## src/rtl/qenc_pkg.sv

```systemverilog
package qenc_pkg;
  localparam int NUM_LINES = 4;   // A, B, Index, mask pin
  localparam int LINE_A    = 0;
  localparam int LINE_B    = 1;
  localparam int LINE_IDX  = 2;
  localparam int LINE_MASK = 3;

  typedef struct packed {
    logic up;       // count one step forward
    logic down;     // count one step backward
    logic idxHit;   // qualified index edge
    logic badStep;  // A and B changed together in quadrature mode
  } qencStrobe_t;
endpackage

```

## src/rtl/qenc_line_filter.sv

```systemverilog
module qenc_line_filter #(
  parameter int LONG_HOLD  = 15,
  parameter int SHORT_HOLD = 3
) (
  input  logic clk,
  input  logic rstN,
  input  logic pinIn,
  input  logic useLong,
  output logic lineOut
);
  localparam int CW = $clog2(LONG_HOLD + 1);

  logic syncA, syncB;
  logic [CW-1:0] holdCnt;
  logic [CW-1:0] holdLimit;

  assign holdLimit = useLong ? CW'(LONG_HOLD - 1) : CW'(SHORT_HOLD - 1);

  always_ff @(posedge clk or negedge rstN) begin
    if (!rstN) begin
      syncA <= 1'b0;
      syncB <= 1'b0;
    end else begin
      syncA <= pinIn;
      syncB <= syncA;
    end
  end

  // Saturating hold counter: reloads whenever the input agrees with the output.
  always_ff @(posedge clk or negedge rstN) begin
    if (!rstN) begin
      holdCnt <= '0;
      lineOut <= 1'b0;
    end else if (syncB == lineOut) begin
      holdCnt <= '0;
    end else if (holdCnt >= holdLimit) begin
      lineOut <= syncB;
      holdCnt <= '0;
    end else begin
      holdCnt <= holdCnt + 1'b1;
    end
  end
endmodule

```

## src/rtl/qenc_ctrl.sv

```systemverilog
module qenc_ctrl
  import qenc_pkg::*;
#(
  parameter int LONG_HOLD  = 15,
  parameter int SHORT_HOLD = 3
) (
  input  logic        clk,
  input  logic        rstN,
  input  logic        pinA,
  input  logic        pinB,
  input  logic        pinIdx,
  input  logic        pinMask,
  input  logic        modeUpDown,
  input  logic        filterLong,
  input  logic        idxInvert,
  input  logic        maskEnable,
  input  logic        maskInvert,
  output qencStrobe_t strobe
);
  logic [NUM_LINES-1:0] pinVec;
  logic [NUM_LINES-1:0] fltNow;
  logic [NUM_LINES-1:0] fltPrev;

  assign pinVec = {pinMask, pinIdx, pinB, pinA};

  for (genvar g = 0; g < NUM_LINES; g++) begin : gLine
    qenc_line_filter #(
      .LONG_HOLD (LONG_HOLD),
      .SHORT_HOLD(SHORT_HOLD)
    ) uFilt (
      .clk    (clk),
      .rstN   (rstN),
      .pinIn  (pinVec[g]),
      .useLong(filterLong),
      .lineOut(fltNow[g])
    );
  end

  always_ff @(posedge clk or negedge rstN) begin
    if (!rstN) fltPrev <= '0;
    else       fltPrev <= fltNow;
  end

  logic aNow, bNow, aOld, bOld, iNow, iOld, mNow;
  logic edgeA, edgeB, riseA, idxEdge, maskOk;

  assign aNow = fltNow[LINE_A];
  assign bNow = fltNow[LINE_B];
  assign iNow = fltNow[LINE_IDX];
  assign mNow = fltNow[LINE_MASK];
  assign aOld = fltPrev[LINE_A];
  assign bOld = fltPrev[LINE_B];
  assign iOld = fltPrev[LINE_IDX];

  assign edgeA   = aNow ^ aOld;
  assign edgeB   = bNow ^ bOld;
  assign riseA   = aNow & ~aOld;
  assign idxEdge = idxInvert ? (iNow & ~iOld) : (~iNow & iOld);
  assign maskOk  = ~maskEnable | (mNow ^ maskInvert);

  always_comb begin
    strobe = '0;
    if (modeUpDown) begin
      strobe.up   = riseA & ~bNow;
      strobe.down = riseA & bNow;
    end else begin
      strobe.badStep = edgeA & edgeB;
      // one line moved: forward when new A differs from previous B
      strobe.up   = (edgeA ^ edgeB) & (aNow ^ bOld);
      strobe.down = (edgeA ^ edgeB) & ~(aNow ^ bOld);
    end
    strobe.idxHit = idxEdge & maskOk;
  end
endmodule

```

## src/rtl/qenc_dpath.sv

```systemverilog
module qenc_dpath
  import qenc_pkg::*;
#(
  parameter int CNT_W = 32
) (
  input  logic             clk,
  input  logic             rstN,
  input  qencStrobe_t      strobe,
  input  logic             idxArmReq,
  input  logic             clearCount,
  output logic [CNT_W-1:0] count,
  output logic [CNT_W-1:0] rawCount,
  output logic             idxArmed,
  output logic             quadError
);
  logic zeroByIdx;
  assign zeroByIdx = idxArmed & strobe.idxHit;

  always_ff @(posedge clk or negedge rstN) begin
    if (!rstN) begin
      count     <= '0;
      rawCount  <= '0;
      idxArmed  <= 1'b0;
      quadError <= 1'b0;
    end else begin
      if (strobe.up)        rawCount <= rawCount + 1'b1;
      else if (strobe.down) rawCount <= rawCount - 1'b1;

      if (clearCount || zeroByIdx) count <= '0;
      else if (strobe.up)          count <= count + 1'b1;
      else if (strobe.down)        count <= count - 1'b1;

      idxArmed  <= (idxArmed & ~zeroByIdx) | idxArmReq;
      quadError <= quadError | strobe.badStep;
    end
  end
endmodule

```

## src/rtl/quad_index_counter.sv

```systemverilog
module quad_index_counter
  import qenc_pkg::*;
#(
  parameter int CNT_W      = 32,
  parameter int LONG_HOLD  = 15,
  parameter int SHORT_HOLD = 3
) (
  input  logic             clk,
  input  logic             rstN,
  input  logic             pinA,
  input  logic             pinB,
  input  logic             pinIdx,
  input  logic             pinMask,
  input  logic             modeUpDown,
  input  logic             filterLong,
  input  logic             idxArmReq,
  input  logic             idxInvert,
  input  logic             maskEnable,
  input  logic             maskInvert,
  input  logic             clearCount,
  output logic [CNT_W-1:0] count,
  output logic [CNT_W-1:0] rawCount,
  output logic             idxArmed,
  output logic             quadError
);
  qencStrobe_t strobe;

  qenc_ctrl #(
    .LONG_HOLD (LONG_HOLD),
    .SHORT_HOLD(SHORT_HOLD)
  ) uCtrl (
    .clk       (clk),
    .rstN      (rstN),
    .pinA      (pinA),
    .pinB      (pinB),
    .pinIdx    (pinIdx),
    .pinMask   (pinMask),
    .modeUpDown(modeUpDown),
    .filterLong(filterLong),
    .idxInvert (idxInvert),
    .maskEnable(maskEnable),
    .maskInvert(maskInvert),
    .strobe    (strobe)
  );

  qenc_dpath #(
    .CNT_W(CNT_W)
  ) uDpath (
    .clk       (clk),
    .rstN      (rstN),
    .strobe    (strobe),
    .idxArmReq (idxArmReq),
    .clearCount(clearCount),
    .count     (count),
    .rawCount  (rawCount),
    .idxArmed  (idxArmed),
    .quadError (quadError)
  );
endmodule

```

## config.mk

```make
export PLATFORM = sky130hd
export DESIGN_NAME = quad_index_counter
export DESIGN_NICKNAME = d
export VERILOG_FILES = /design/src/rtl/qenc_pkg.sv /design/src/rtl/qenc_line_filter.sv /design/src/rtl/qenc_ctrl.sv /design/src/rtl/qenc_dpath.sv /design/src/rtl/quad_index_counter.sv
export SDC_FILE = /design/constraint.sdc
export NUM_CORES = 1
export LEC_CHECK = 0
export ABC_CLOCK_PERIOD_IN_PS = 4600
export CAP_MARGIN = 20
export CORE_AREA = 2 2 126 128
export CTS_CLUSTER_SIZE = 14
export DETAILED_ROUTE_END_ITERATION = 7
export DIE_AREA = 0 0 128 130
export PLACE_DENSITY = 0.75
export SYNTH_ARGS = -nofsm -noshare
export SYNTH_HDL_FRONTEND = slang
export SYNTH_SLANG_ARGS = --single-unit
```

## constraint.sdc

```tcl
create_clock -name clk -period 4.6 [get_ports clk]
set_clock_uncertainty 0.05 [all_clocks]
set_input_delay 0.92 -clock clk [delete_from_list [all_inputs] [get_ports clk]]
set_output_delay 0.92 -clock clk [all_outputs]
set_load 0.01 [all_outputs]
```

==> results.txt, run 1 <==
Row count - 46
Layout cell share with drive strength beyond 1 - 6.01%
Die X - 128 um
Largest net degree at the start of global routing - 80
Peak Freq - 262 MHz
R2R setup slack - 850 ps
Cell Area, Synth - 6770 um2
Sequential fraction of the synthesis area - 35.9%
Slew HR - 30.2%
Yosys warnings - 0
Post-synthesis register bit count - 97
Nets - 877
DRT antenna net count - 0
Finish-stage setup viols - 0
Post-CTS setup buffers - 0
CTS Hold Bufs - 0
Crit path DAT - 4050 ps
Final hold violations - 0
Cell variety after synth - 68
Die Span Y - 130 um
CP Data Required Time - 4830 ps
Post-synth ARST share - 100%
Initial Util - 43.9%
Setup TNS - 0 ps
HPWL after DPL - 12700 um
Synth Area per Inst - 8.39 um2
Antenna violations before repair - 0
H-tree levels - 3
Max Cap Viol - 0
Post-synth top flop - dfrtp_1
Status - completed
Final core utilization - 51.2%
Ranking of synthesized cells by area - dfrtp_1 (36%), xnor2_1 (5.2%), nor2_1 (5.2%), xor2_1 (4.4%), ha_1 (3.9%)
CTS Sinks - 97
IO Count - 79
CP Class - input port to register
Clk slew on worst S/H paths - 70 ps
Num CTS Buffers - 9
Power density over the cells - 903 nW/um2
Crit-path max FO - 79
N_diodes - 0
First-pass GRT wire length - 31200 um
Clock Root Buffer - clkbuf_16
Tmin final - 3820 ps
Port buffer count - 78
Die area - 16600 um2
GPL Wtd Cong - 0.941
Most frequent cells in the layout - dfrtp_1 (97), nor2_1 (93), clkdlybuf4s50_1 (77)
Area Overhead vs Synth - 16.8%
First-pass detailed-route iteration total - 5
Final Cycle Share - 83.0%
Clk buf depth - 2
Worst Tran Pin Value - 1050 ps
Routed len/inst - 17.7 um
Synthesized Nets - 840
Drt via density - 6.09
Startpoint Class - input port
Vias in the first global route - 5956
Synth area leader - dfrtp_1
Routed Wire Length - 18400 um
Final-report max-slew violation count - 0
Drt first-iter violations - 721
Clk_lat worst skew - 370 ps
# resized after CTS - 0
DR DRC count - 0
VDD IR max - 0.000429 V
Critical Path Sink Type - register
CTS tree - yes
Commonest non-fill, non-tap cell in the layout - dfrtp_1
Syn Inst Count - 806
LEAKAGE - 3.15 nW
Post-synth EDFFs - 0
Grt total ovfl - 0
Core ar. - 15400 um2
Vias - 6332
Unrepaired setup endpoints after global routing - false
Min-Delay Path Class - register to register
Gr usage total - 23.5%
Share of the synthesized area in the top cell type - 35.9%
## layer usage
layer | up-vias | part of all wire (%) | routed length [um] | track usage [%]
met1 | 3027 | 44 | 8030 | 31.2
met3 | 42 | 6.1 | 1120 | 3.36
met2 | 262 | 48 | 8800 | 38.5
li1 | 3001 | - | - | -
met4 | 0 | 2.7 | 504 | 10.5
met5 | - | 0 | 0 | 0
## stage by stage
step	power, mW	worst slack [ps]	hold slack [ps]	instances	area (um2)
after floorplan	4.90	420	281	806	6770
after global placement	6.23	537	282	1024	7610
after detailed placement	6.27	474	285	1024	7610
after CTS	7.09	844	301	1040	7900
after global routing	7.71	583	307	1040	7900
final	7.14	781	300	1040	7900
## path summary, 6_finish.rpt
path,start,to,depth (start not counted)
max,modeUpDown,uDpath.rawCount[21],11
min,uCtrl.gLine[0].uFilt.syncA,uCtrl.gLine[0].uFilt.syncB,0
max reg2reg,uCtrl.gLine[0].uFilt.lineOut,uDpath.rawCount[21],13
min reg2reg,uCtrl.gLine[0].uFilt.syncA,uCtrl.gLine[0].uFilt.syncB,0
max in group asynchronous,rstN,uDpath.rawCount[29],2
min in group asynchronous,rstN,uDpath.rawCount[12],1
## state kept, by name (all words and copies together) (netlist names)
register	count
uCtrl.gLine.uFilt.holdCnt	16
uDpath.rawCount	32
uCtrl.gLine.uFilt.lineOut	4
uDpath.idxArmed	1
uCtrl.gLine.uFilt.syncB	4
uDpath.count	32
uCtrl.fltPrev	3
uCtrl.gLine.uFilt.syncA	4
uDpath.quadError	1
## cell usage after synthesis, types with 14 or more instances
master,n
o21ai_0,24
nand4_1,28
a21oi_1,42
nand2_1,67
clkbuf_1,39
buf_2,15
dfrtp_1,97
ha_1,21
mux2i_1,19
xnor2_1,40
and3_1,14
nor4_1,36
xor2_1,34
or3_1,15
nor3_1,31
nor2_1,93
nand3_1,42
## critical path, cell delays in order
cell and delay [ps]:
clkdlybuf4s50_1 460, nand2b_1 260, o21ai_4 250, buf_12 350, inv_2 260, buf_4 300, or3_1 410, a22oi_1 200
nand2_1 170, o21bai_1 230, xor2_1 180
## cells by family after synthesis
| group | count (synthesis) | synth area share, % |
|---|---|---|
| buffers and inverters | 76 | 4.66 |
| AND/OR/NAND/NOR | 381 | 29.0 |
| AO/OA/AOI/OAI | 132 | 13.2 |
| XOR/XNOR | 74 | 9.58 |
| adder cells (fa/ha/maj) | 21 | 3.88 |
| flip-flops | 97 | 35.9 |
| multiplexers | 25 | 3.81 |
## power by group
group          internal (mW)  switching (mW)  total (mW)
registers               1.16           0.654        1.82
logic                   1.96            2.59        4.55
clock network          0.395           0.379       0.773
total                   3.51            3.62        7.14
## area by class of cell
class / count / area [um2]
Clock inverter: 6 / 56.3
Sequential cell: 97 / 2430
Multi-Input combinational cell: 633 / 4020
Clock buffer: 10 / 239
Fill cell: 1512 / 7520
Timing Repair Buffer: 88 / 866
Tap cell: 192 / 240
Inverter: 14 / 52.6
No activity file was read; power rests on OpenSTA's default activity.
==> inputs of run 2 (changes only) <==
--- a/config.mk
+++ b/config.mk
@@ -5,13 +5,13 @@
 export SDC_FILE = /design/constraint.sdc
 export NUM_CORES = 1
 export LEC_CHECK = 0
-export ABC_CLOCK_PERIOD_IN_PS = 4600
+export ABC_CLOCK_PERIOD_IN_PS = 3200
 export CAP_MARGIN = 20
 export CORE_AREA = 2 2 126 128
 export CTS_CLUSTER_SIZE = 14
 export DETAILED_ROUTE_END_ITERATION = 7
 export DIE_AREA = 0 0 128 130
-export PLACE_DENSITY = 0.75
+export PLACE_DENSITY = 0.77
 export SYNTH_ARGS = -nofsm -noshare
 export SYNTH_HDL_FRONTEND = slang
 export SYNTH_SLANG_ARGS = --single-unit
==> constraint.sdc (replaced) <==
create_clock -name clk -period 3.2 [get_ports clk]
set_clock_uncertainty 0.05 [all_clocks]
set_input_delay 0.64 -clock clk [delete_from_list [all_inputs] [get_ports clk]]
set_output_delay 0.64 -clock clk [all_outputs]
set_load 0.01 [all_outputs]
==> results.txt, run 2 (synthesized netlist as in run 1, its figures left out) <==
Power density over the cells - 1340 nW/um2
Crit path DAT - 3360 ps
IO Count - 79
Row count - 46
VDD IR max - 0.000659 V
Gr usage total - 23.8%
Setup TNS - 0 ps
Tot Pwr - 11.5 mW
Core ar. - 15400 um2
Max Cap Viol - 0
Finish-stage setup viols - 0
Pre-CTS setup slack - -213 ps
Peak Freq - 320 MHz
GPL Wtd Cong - 0.962
Clock Root Buffer - clkbuf_16
Num CTS Buffers - 9
CTS Sinks - 97
Worst Tran Pin Value - 664 ps
Largest net degree at the start of global routing - 46
CTS Hold Bufs - 0
Max incr delay on CP - 410 ps
Startpoint Class - register
Routed len/inst - 17.7 um
Sequential share of power - 22.6%
Port buffer count - 78
Crit path buf inv count - 2
Layout cell share with drive strength beyond 1 - 15.4%
Most frequent cells in the layout - dfrtp_1 (97), nor2_1 (93), clkdlybuf4s50_1 (77)
Final Cycle Share - 97.8%
Routed Wire Length - 19500 um
Final-report max-slew violation count - 0
Worst path top cell family by delay - simple AND/OR/NAND/NOR gates
Commonest non-fill, non-tap cell in the layout - dfrtp_1
Status - completed
Nets - 933
LEAKAGE - 3.48 nW
Switching share of power - 48.4%
R2r endpoint - uDpath.count[26]
Drt first-iter violations - 820
Crit-path cells - ha_4 -> inv_2 -> ha_4 -> nand2b_4 -> o21ai_4 -> buf_6 -> xnor2_4 -> ha_4 -> nand3_4 -> nor3_4 -> nand3_2 -> a222oi_1 -> mux2i_1 -> or3_1 -> a21oi_1
Post-route cell area - 8610 um2
Initial Util - 43.9%
R2R Path Start - uCtrl.gLine[0].uFilt.lineOut
DR DRC count - 0
Drt via density - 6.04
N_diodes - 0
Clock Power Share - 9.8%
Most common cell on crit path - ha_4
Die area - 16600 um2
Post-place instance area - 8190 um2
DRT antenna net count - 0
Die X - 128 um
Biggest regs - uDpath.count x32, uDpath.rawCount x32, uCtrl.gLine.uFilt.holdCnt x16
Psw - 5.57 mW
Worst r2r path cells - 15
Tmin final - 3130 ps
Vias in the first global route - 6082
Clk_lat worst skew - 360 ps
First-pass GRT wire length - 31900 um
Unrepaired setup endpoints after global routing - true
P_int - 5.94 mW
Antenna violations before repair - 0
Critical Path Sink Type - register
First-pass detailed-route iteration total - 5
Slew HR - 55.3%
Final hold violations - 0
R2R setup slack - 70 ps
Crit-path slowest cell - dfrtp_1
Die Span Y - 130 um
Vias - 6623
Clk buf depth - 2
Crit-path max FO - 4
Min-Delay Path Class - input port to async pin
Clk slew on worst S/H paths - 70 ps
Final worst slack - 71.2 ps
CP Class - register to register
HPWL after DPL - 14000 um
CTS tree - yes
Area Overhead vs Synth - 27.3%
H-tree levels - 3
Gate power share - 67.6%
CP Data Required Time - 3430 ps
Grt total ovfl - 0
-- run 2: cell count changes in the layout (fill, tap and decap cells not counted), moves of 4 or more --
cell	previous run	this run
buf_4	10	61
a21oi_1	42	35
a21oi_2	0	6
ha_1	21	16
ha_4	0	5
buf_6	0	4
-- run 2: how the worst max path moves through the flow --
stage	startpoint	depth (start not counted)	to	slack, ps
after floorplan	uCtrl.gLine[0].uFilt.lineOut	17	uDpath.count[26]	-330
after global routing	uCtrl.gLine[0].uFilt.lineOut	15	uDpath.count[30]	-90
after global placement	modeUpDown	12	uDpath.count[26]	-180
after detailed placement	modeUpDown	12	uDpath.count[26]	-210
final	uCtrl.gLine[0].uFilt.lineOut	15	uDpath.count[26]	70
after CTS	uCtrl.gLine[0].uFilt.lineOut	14	uDpath.count[26]	8
-- run 2: routing by layer --
metal / global-route usage (%) / share of wire [%] / vias to the layer above
met4: 7.69 / 1.6 / 0
met3: 3.73 / 7.0 / 29
met5: 0 / 0 / -
met2: 37.9 / 46 / 308
li1: - / - / 3118
met1: 33.5 / 45 / 3168
-- run 2: per-stage QoR --
step / hold WS (ps) / std cells / utilization (%)
5_1_grt: 290 / 1096 / 55.8
2_1_floorplan: 281 / 806 / -
3_5_place_dp: 285 / 1073 / 53.1
4_1_cts: 258 / 1089 / 55.0
6_report: 246 / 1096 / 55.8
3_3_place_gp: 284 / 1073 / 53.1
-- run 2: power by group through the flow --
| stage | sequential [mW] | combinational (mW) | clock [mW] |
|---|---|---|---|
| 3_5_place_dp | 2.59 | 7.37 | 0 |
| 6_report | 2.60 | 7.78 | 1.12 |
| 4_1_cts | 2.57 | 7.41 | 1.15 |
| 2_1_floorplan | 2.24 | 5.26 | 0 |
| 3_3_place_gp | 2.58 | 7.28 | 0 |
| 5_1_grt | 2.69 | 8.47 | 1.19 |
-- run 2: final cells by class --
| cell class | count | area, um2 |
|---|---|---|
| tap | 192 | 240 |
| sequential | 97 | 2430 |
| multi-input combinational | 633 | 4280 |
| clock buffer | 9 | 225 |
| timing repair buffer | 144 | 1310 |
| inverter | 14 | 52.6 |
| fill | 1394 | 6810 |
| clock inverter | 7 | 77.6 |
-- run 2: repair_timing --
action | CTS | global route
pin swaps | 1 | 11
gates cloned | 0 | 0
setup endpoints to repair | 1 | 25
setup buffers | 0 | 7
gates resized for setup | 0 | 14
